### src/rtl/pce_pkg.sv
package pce_pkg;

    typedef enum logic [1:0] {
        OP_WRITE = 2'd0,
        OP_ERASE = 2'd1,
        OP_ERAL  = 2'd2,
        OP_WRAL  = 2'd3
    } mod_op_e;

    typedef enum logic [1:0] {
        PH_IDLE  = 2'd0,
        PH_CLEAR = 2'd1,
        PH_LOAD  = 2'd2
    } phase_e;

    // Array update strobes produced by the timer for the storage.
    typedef struct packed {
        logic clr;   // set targets to all ones
        logic load;  // put latched data into targets
        logic all;   // targets are every location
    } commit_t;

    function automatic logic op_global(mod_op_e op);
        return (op == OP_ERAL) || (op == OP_WRAL);
    endfunction

    function automatic logic op_loads(mod_op_e op);
        return (op == OP_WRITE) || (op == OP_WRAL);
    endfunction

endpackage

### src/rtl/pce_sel_track.sv
module pce_sel_track
    import pce_pkg::*;
#(
    parameter int GAP_CYCLES = 3
) (
    input  logic clk,
    input  logic rst,
    input  logic cs,
    input  logic start_bit,
    input  logic busy,
    input  logic done,
    output logic cs_fall,
    output logic dout,
    output logic dout_en
);
    localparam int GAP_W = $clog2(GAP_CYCLES + 1);
    localparam logic [GAP_W-1:0] GAP_MAX = GAP_W'(GAP_CYCLES);

    logic             cs_q;
    logic [GAP_W-1:0] low_cnt;
    logic             sel_ok;
    logic             rdy;
    logic             cs_rise;

    assign cs_fall = cs_q && !cs;
    assign cs_rise = !cs_q && cs;

    always_ff @(posedge clk) begin
        if (rst) begin
            cs_q    <= 1'b0;
            low_cnt <= GAP_MAX;
            sel_ok  <= 1'b0;
            rdy     <= 1'b0;
        end else begin
            cs_q <= cs;
            if (cs) begin
                low_cnt <= '0;
            end else if (low_cnt != GAP_MAX) begin
                low_cnt <= low_cnt + 1'b1;
            end
            if (cs_rise) begin
                sel_ok <= (low_cnt == GAP_MAX);
            end else if (cs_fall) begin
                sel_ok <= 1'b0;
            end
            if (done) begin
                rdy <= 1'b1;
            end else if (cs_fall || (start_bit && !busy)) begin
                rdy <= 1'b0;
            end
        end
    end

    assign dout_en = cs_q && sel_ok && (busy || rdy);
    assign dout    = dout_en && !busy;

endmodule

### src/rtl/pce_timer.sv
module pce_timer
    import pce_pkg::*;
#(
    parameter int TW_CYCLES = 625000
) (
    input  logic    clk,
    input  logic    rst,
    input  logic    launch,
    input  mod_op_e op,
    output logic    busy,
    output logic    done,
    output commit_t ctl
);
    localparam int CNT_W     = (TW_CYCLES > 2) ? $clog2(TW_CYCLES) : 1;
    localparam int CLEAR_LEN = TW_CYCLES / 2;
    localparam logic [CNT_W-1:0] CLEAR_END = CNT_W'(CLEAR_LEN - 1);
    localparam logic [CNT_W-1:0] CYCLE_END = CNT_W'(TW_CYCLES - 1);

    phase_e           phase;
    logic [CNT_W-1:0] cnt;
    mod_op_e          op_q;

    always_ff @(posedge clk) begin
        if (rst) begin
            phase <= PH_IDLE;
            cnt   <= '0;
            op_q  <= OP_WRITE;
        end else begin
            case (phase)
                PH_IDLE: begin
                    if (launch) begin
                        phase <= PH_CLEAR;
                        cnt   <= '0;
                        op_q  <= op;
                    end
                end
                PH_CLEAR: begin
                    cnt <= cnt + 1'b1;
                    if (cnt == CLEAR_END) phase <= PH_LOAD;
                end
                PH_LOAD: begin
                    cnt <= cnt + 1'b1;
                    if (cnt == CYCLE_END) phase <= PH_IDLE;
                end
                default: phase <= PH_IDLE;
            endcase
        end
    end

    assign busy     = (phase != PH_IDLE);
    assign done     = (phase == PH_LOAD) && (cnt == CYCLE_END);
    assign ctl.clr  = (phase == PH_CLEAR) && (cnt == CLEAR_END);
    assign ctl.load = done && op_loads(op_q);
    assign ctl.all  = op_global(op_q);

endmodule

### src/rtl/pce_array.sv
module pce_array
    import pce_pkg::*;
#(
    parameter int ADDR_W = 6,
    parameter int DATA_W = 8
) (
    input  logic              clk,
    input  logic              rst,
    input  logic              launch,
    input  logic [ADDR_W-1:0] addr,
    input  logic [DATA_W-1:0] data,
    input  commit_t           ctl,
    input  logic [ADDR_W-1:0] rd_addr,
    output logic [DATA_W-1:0] rd_data
);
    localparam int DEPTH = 1 << ADDR_W;

    logic [DATA_W-1:0] mem [DEPTH];
    logic [ADDR_W-1:0] addr_q;
    logic [DATA_W-1:0] data_q;

    always_ff @(posedge clk) begin
        if (rst) begin
            addr_q <= '0;
            data_q <= '0;
            for (int i = 0; i < DEPTH; i++) mem[i] <= '1;
        end else begin
            if (launch) begin
                addr_q <= addr;
                data_q <= data;
            end
            for (int i = 0; i < DEPTH; i++) begin
                if (ctl.all || (addr_q == ADDR_W'(i))) begin
                    if (ctl.clr)       mem[i] <= '1;
                    else if (ctl.load) mem[i] <= data_q;
                end
            end
        end
    end

    assign rd_data = mem[rd_addr];

endmodule

### src/rtl/prog_cycle_engine.sv
module prog_cycle_engine
    import pce_pkg::*;
#(
    parameter int ADDR_W     = 6,
    parameter int DATA_W     = 8,
    parameter int TW_CYCLES  = 625000,
    parameter int GAP_CYCLES = 3
) (
    input  logic              clk,
    input  logic              rst,
    input  logic              cs,
    input  logic              start_bit,
    input  logic              wen,
    input  logic              req_valid,
    input  logic [1:0]        req_op,
    input  logic [ADDR_W-1:0] req_addr,
    input  logic [DATA_W-1:0] req_data,
    input  logic [ADDR_W-1:0] rd_addr,
    output logic [DATA_W-1:0] rd_data,
    output logic              busy,
    output logic              dout,
    output logic              dout_en
);
    logic    cs_fall;
    logic    done;
    logic    launch;
    commit_t ctl;

    assign launch = cs_fall && req_valid && wen && !busy;

    pce_sel_track #(.GAP_CYCLES(GAP_CYCLES)) u_sel (
        .clk(clk), .rst(rst), .cs(cs), .start_bit(start_bit),
        .busy(busy), .done(done), .cs_fall(cs_fall),
        .dout(dout), .dout_en(dout_en)
    );

    pce_timer #(.TW_CYCLES(TW_CYCLES)) u_tmr (
        .clk(clk), .rst(rst), .launch(launch), .op(mod_op_e'(req_op)),
        .busy(busy), .done(done), .ctl(ctl)
    );

    pce_array #(.ADDR_W(ADDR_W), .DATA_W(DATA_W)) u_arr (
        .clk(clk), .rst(rst), .launch(launch), .addr(req_addr),
        .data(req_data), .ctl(ctl), .rd_addr(rd_addr), .rd_data(rd_data)
    );

endmodule

### config.mk
export PLATFORM = sky130hd
export DESIGN_NAME = prog_cycle_engine
export DESIGN_NICKNAME = d
export VERILOG_FILES = /design/src/rtl/pce_pkg.sv /design/src/rtl/pce_sel_track.sv /design/src/rtl/pce_timer.sv /design/src/rtl/pce_array.sv /design/src/rtl/prog_cycle_engine.sv
export SDC_FILE = /design/constraint.sdc
export NUM_CORES = 1
export LEC_CHECK = 0
export ABC_AREA = 1
export BUFFER_PORTS_ARGS = -buffer_cell sky130_fd_sc_hd__clkbuf_2
export CAP_MARGIN = 20
export CORE_AREA = 2 2 282 200
export CTS_CLUSTER_DIAMETER = 100
export DETAILED_ROUTE_END_ITERATION = 6
export DIE_AREA = 0 0 284 202
export GPL_ROUTABILITY_DRIVEN = 0
export PLACE_DENSITY = 0.69
export REMOVE_ABC_BUFFERS = 1
export SLEW_MARGIN = 5
export SYNTH_ARGS = -nofsm -noshare
export SYNTH_HDL_FRONTEND = slang
export SYNTH_SLANG_ARGS = --single-unit
### constraint.sdc
create_clock -name clk -period 2.9 [get_ports clk]
set_input_delay 0.58 -clock clk [delete_from_list [all_inputs] [get_ports clk]]
set_output_delay 0.58 -clock clk [all_outputs]
set_load 0.02 [all_outputs]
# == Yosys cells after proc, flatten, opt, wreduce, memory -nomap -nowiden ==
# Memory sizes are Yosys's and may differ from the RTL's.
# Cells that the tools add are included.
# op_classes
add_sub_neg,2
bitwise,128
mux,529
n_reduce_logical,95
eq_ne,74
# ops
op,count
8-bit two-way mux,128
1-bit two-way mux,393
6-bit equality test (second input constant),32
1-bit OR,128
6-bit by 5-bit equality test with 1-bit output (second input constant),16
1-bit logical OR,68
6-bit by 4-bit equality test with 1-bit output (second input constant),8
20-bit case mux with 2 select lines,1
6-bit by 3-bit equality test with 1-bit output (second input constant),4
20-bit by 1-bit adder with 20-bit output (second input constant),1
20-bit by 19-bit equality test with 1-bit output (second input constant),1
20-bit equality test (second input constant),1
20-bit two-way mux,1
6-bit by 2-bit equality test with 1-bit output (second input constant),2
1-bit logical AND,12
2-bit two-way mux,5
2-bit nonzero test,5
2-bit equality test (second input constant),4
2-bit inequality test (second input constant),4
6-bit by 1-bit equality test with 1-bit output (second input constant),1
6-bit logical NOT,1
2-bit case mux with 3 select lines,1
2-bit logical NOT,2
2-bit AND reduction,2
other kinds (5),7
# totals
wordCells,838
out_inout_bits,11
in_bits,28
n_memories,1
regBits,43
ramBits,512
# mem_list
name,words,width,rd,rd_clocked_by_memory_dff,wr,line_no,text
u_arr.mem,64,8,1,0,64,pce_array.sv:18,logic [DATA_W-1:0] mem [DEPTH];

# == Longest topological paths before layout ==
# logic_depth
word_depth,9
depth_mapped,12
ltp_nobuf,10

# == Modules after synthesis ==
# A second synthesis with hierarchy kept.
# hier_totals
hier_cells,2907
hier_area_um2,26818.2
# modules_own_cells
module,area_per_inst_um2,n_inst,cells_per_inst,seq_area_each_um2
pce_array,25045.3,1,2648,15655.0
pce_timer,1502.7,1,221,480.5
pce_sel_track,252.7,1,34,100.1
prog_cycle_engine,17.5,1,4,0.0

# == Least setup slack after synthesis ==
# No wires, ideal clock.
# synth_timing
path_type,input -> output
startpoint,input port rd_addr[0]
endpoint,output port rd_data[4]
path_slack_ns,0.411
t_arrival_ns,1.909
t_required_ns,2.320
path_buffers,3
cell_stages,12
path_cell_list,buf_2 -> inv_1 -> clkbuf_1 -> clkbuf_1 -> nand2_1 -> nand3_1 -> nand3_1 -> nand2_1 -> nand2_1 -> nand3_1 -> nand3_1 -> nand2_1
# synth_via
elab_chain_len,1
# synth_lines
element,line_no,text
from (decl),prog_cycle_engine.sv:18,"input logic [ADDR_W-1:0] rd_addr,"
memory 64 x 8 bit,--,
to (decl),prog_cycle_engine.sv:19,"output logic [DATA_W-1:0] rd_data,"
# No other way between the ends.

# == Final worst setup path ==
# layout_timing
startpoint,input port rd_addr[0]
endpoint,output port rd_data[2]
# The elaborated chain is that of the path after synthesis.

==> run summary <==
CP Launch Type: primary input
Clk pin slew, worst setup/hold paths: 60 ps
Non-Filler Cell Area, Final: 30,900 um2
proportion of layout cells with a drive suffix above 1: 10.4%
Distinct cells, synth: 28
routed wire length: 88.8 mm
Compound-Gate Fraction of Synth Area: 2.47%
Final nets: 2,993
post-synthesis xor/xnor area fraction: 0.0323%
Filler Cells Inserted: 4,823
RSZ-0062 raised after global routing: no
Finished Layout Cells: 3,734
Post-Syn Instances: 2,972
synthesized area per cell: 9.14 um2
drt via density: 6.37
synth warn: 0
Seq cells post-synth: 555
worst setup margin: 32.0 ps
final setup vio count: 0
Achievable Freq: 0.349 GHz
failing checks: DRC
number of inserted diodes: 0
Inst Count DP: 3,632
main combinational cell family by area after synthesis: simple AND/OR/NAND/NOR gates
synthesis-to-layout area growth: 13.6%
GRT Total Usage: 29.9%
status: finished, violations left
CTS tree: done
leakage power: 0.0101 uW
vias in the first global route: 22,100
Congestion Overflow GR: 0
Post-Synth Adder-Cell Area: 0.461%
reg2reg path depth: 9
Die ar.: 57,400 um2
worst slew margin relative to its limit: 43.1%
clk_skew: 24.3 ps
final period utilization: 98.9%
post-synthesis simple-gate area fraction: 32.3%
drt pass-1 iters: 7
sequential area share after synthesis: 59.8%
largest net degree at the start of global routing: 132
effective utilization at floorplan: 49.6%
Worst Setup End Kind: output pin
Power Dens Cells: 559 nW/um2
Max-cap violations: 0
Horiz. Die Dim: 284 um
dpl ws: -60.5 ps
WL per Instance: 23.8 um
Clock Root Buffer: clkbuf_16
crit path kind: in -> out
H-tree depth: 2
DRC: 4
Critical Path RT: 2320 ps
first-pass GRT wire length: 132 mm
Die Y: 202 um
Tightest Hold Check Type: in -> reg
cell depth of the worst hold path: 3
post-route ant nets: 0
Peak supply drop: 0.000477 V
HPWL after DPL: 54.0 mm
Least-Margin Pin Slew: 854 ps
TritonCTS buffer count: 52
mux share of post-synthesis cell area: 0%
DP Area: 28,800 um2
largest cells by area after synthesis: edfxtp_1 57%, nand3_1 19%, nand2_1 11%, dfxtp_1 3.2%, clkbuf_1 2.3%
num ports: 39
initial antenna violation count: 3
CTS hold repair buffers: 0
R2R setup slack: 380 ps
post-synth top area share: 56.6%
Slew Limit Fails: 0
CTS Sinks: 555
Post-Syn Area: 27,200 um2
crit path DAT: 2290 ps
min Tclk post-route: 2870 ps
Max Buffers Root-to-Sink: 3
DR vias: 23,800
critical path fanouts, max: 53
core box area: 54,800 um2
PortBufs: 38
Worst-Skew Late Latency: 620 ps
Final Hold Fails: 0
initial DRC count: 4,285
Synth area leader: edfxtp_1
row count: 72
==> final cells by class <==
| cell class | count | area, um2 | share of cell area (%) |
|---|---|---|---|
| Clock buffer | 75 | 1470 | 4.76 |
| Clock inverter | 18 | 190 | 0.616 |
| Inverter | 57 | 246 | 0.799 |
| Multi-Input combinational cell | 2087 | 9670 | 31.3 |
| Sequential cell | 555 | 16200 | 52.6 |
| Tap cell | 740 | 926 | 3.00 |
| Timing Repair Buffer | 202 | 2120 | 6.87 |
==> Yosys cell counts <==
| cell | count |
|---|---|
| nand3_1 | 1020 |
| nand2_1 | 795 |
| edfxtp_1 | 512 |
| clkbuf_1 | 168 |
| buf_2 | 79 |
| o21ai_1 | 66 |
| nand4_1 | 64 |
| inv_1 | 53 |
| nor2_1 | 50 |
| dfxtp_1 | 43 |
| a21oi_1 | 34 |
| o21ai_0 | 27 |
| buf_1 | 24 |
| ha_1 | 10 |
| nor3_1 | 9 |
| inv_2 | 4 |
| a31oi_1 | 2 |
| buf_4 | 2 |
| a211oi_1 | 1 |
| and2_1 | 1 |
| and3_1 | 1 |
| nand3b_1 | 1 |
| nor2_4 | 1 |
| nor3b_1 | 1 |
| nor4_1 | 1 |
| o211ai_1 | 1 |
| o21a_1 | 1 |
| xor2_1 | 1 |
==> sequential cells by signal, summed over array words and instances, names as in the netlist <==
name,cells
u_arr.mem,512
u_tmr.cnt,20
u_arr.data_q,8
u_arr.addr_q,6
u_sel.low_cnt,2
u_tmr.op_q,2
u_tmr.phase,2
u_sel.cs_q,1
u_sel.rdy,1
u_sel.sel_ok,1
==> worst max-delay path: stages <==
cell	delay, ps
buf_16	150
buf_12	260
nand2_1	90
nand3_1	100
nand3_1	240
nand2_1	140
nand2_1	70
nand3_1	150
nand3_1	100
nand2_2	170
clkbuf_2	210
==> metal layers <==
metal	part of all wire [%]	track usage, %
met4	3.0	9.21
met5	0.14	1.25
met3	15	9.62
met1	40	43.4
met2	42	42.5
==> stage by stage <==
step | utilization (%) | total power [uW] | hold slack [ps] | TNS, ps
after floorplan | - | 9700 | 435 | -3171510
after global placement | 52.6 | 10300 | 450 | -200
after CTS | 55.7 | 17100 | 241 | 0
final | 56.3 | 17200 | 252 | 0
after detailed placement | 52.6 | 10400 | 473 | -166
after global routing | 56.3 | 17600 | 269 | 0
==> cell usage in the layout (no fill, tap or decap), types with 5 or more instances in the layout <==
| cell | synthesis | layout |
|---|---|---|
| buf_16 | 0 | 6 |
| nand2_2 | 0 | 9 |
| nand3_1 | 1020 | 1015 |
| nor3_1 | 9 | 9 |
| clkbuf_1 | 168 | 16 |
| inv_2 | 4 | 12 |
| clkinv_1 | 0 | 6 |
| o21ai_1 | 66 | 66 |
| clkinv_2 | 0 | 7 |
| clkbuf_16 | 0 | 60 |
| buf_4 | 2 | 117 |
| clkbuf_8 | 0 | 6 |
| nand4_1 | 64 | 64 |
| o21ai_0 | 27 | 27 |
| dfxtp_1 | 43 | 43 |
| a21oi_1 | 34 | 34 |
| nand3_2 | 0 | 5 |
| edfxtp_1 | 512 | 512 |
| inv_1 | 53 | 42 |
| buf_12 | 0 | 35 |
| ha_1 | 10 | 8 |
| nand2_1 | 795 | 783 |
| nor2_1 | 50 | 48 |
| clkbuf_2 | 0 | 33 |
==> report_power, final <==
| group | switching [uW] | leakage [uW] | internal, uW |
|---|---|---|---|
| combinational | 1180 | 0.00545 | 443 |
| clock | 3030 | 0.000814 | 3860 |
| sequential | 8.08 | 0.00381 | 8710 |
| total | 4220 | 0.0101 | 13000 |
==> cell families after synthesis <==
family | after synthesis
compound gates | 132
flops | 555
simple gates | 1944
fa+ha+maj | 10
xor+xnor | 1
buf+inv | 330
==> worst paths after layout <==
check             startpoint                to
min              req_data[1]   u_arr.data_q[1]
max               rd_addr[0]        rd_data[2]
min reg2reg  u_arr.data_q[6]   u_arr.data_q[6]
max reg2reg    u_tmr.cnt[14]  u_arr.mem[48][4]
==> timing repair <==
action | in CTS | in global routing
pin swaps | 0 | 2
endpoints found under the hold margin | 0 | 0
cloned | 0 | 7
buffers inserted | 0 | 2
resized for setup | 7 | 32
endpoints found under the setup margin | 6 | 8
No activity file was read; power rests on OpenSTA's default activity.
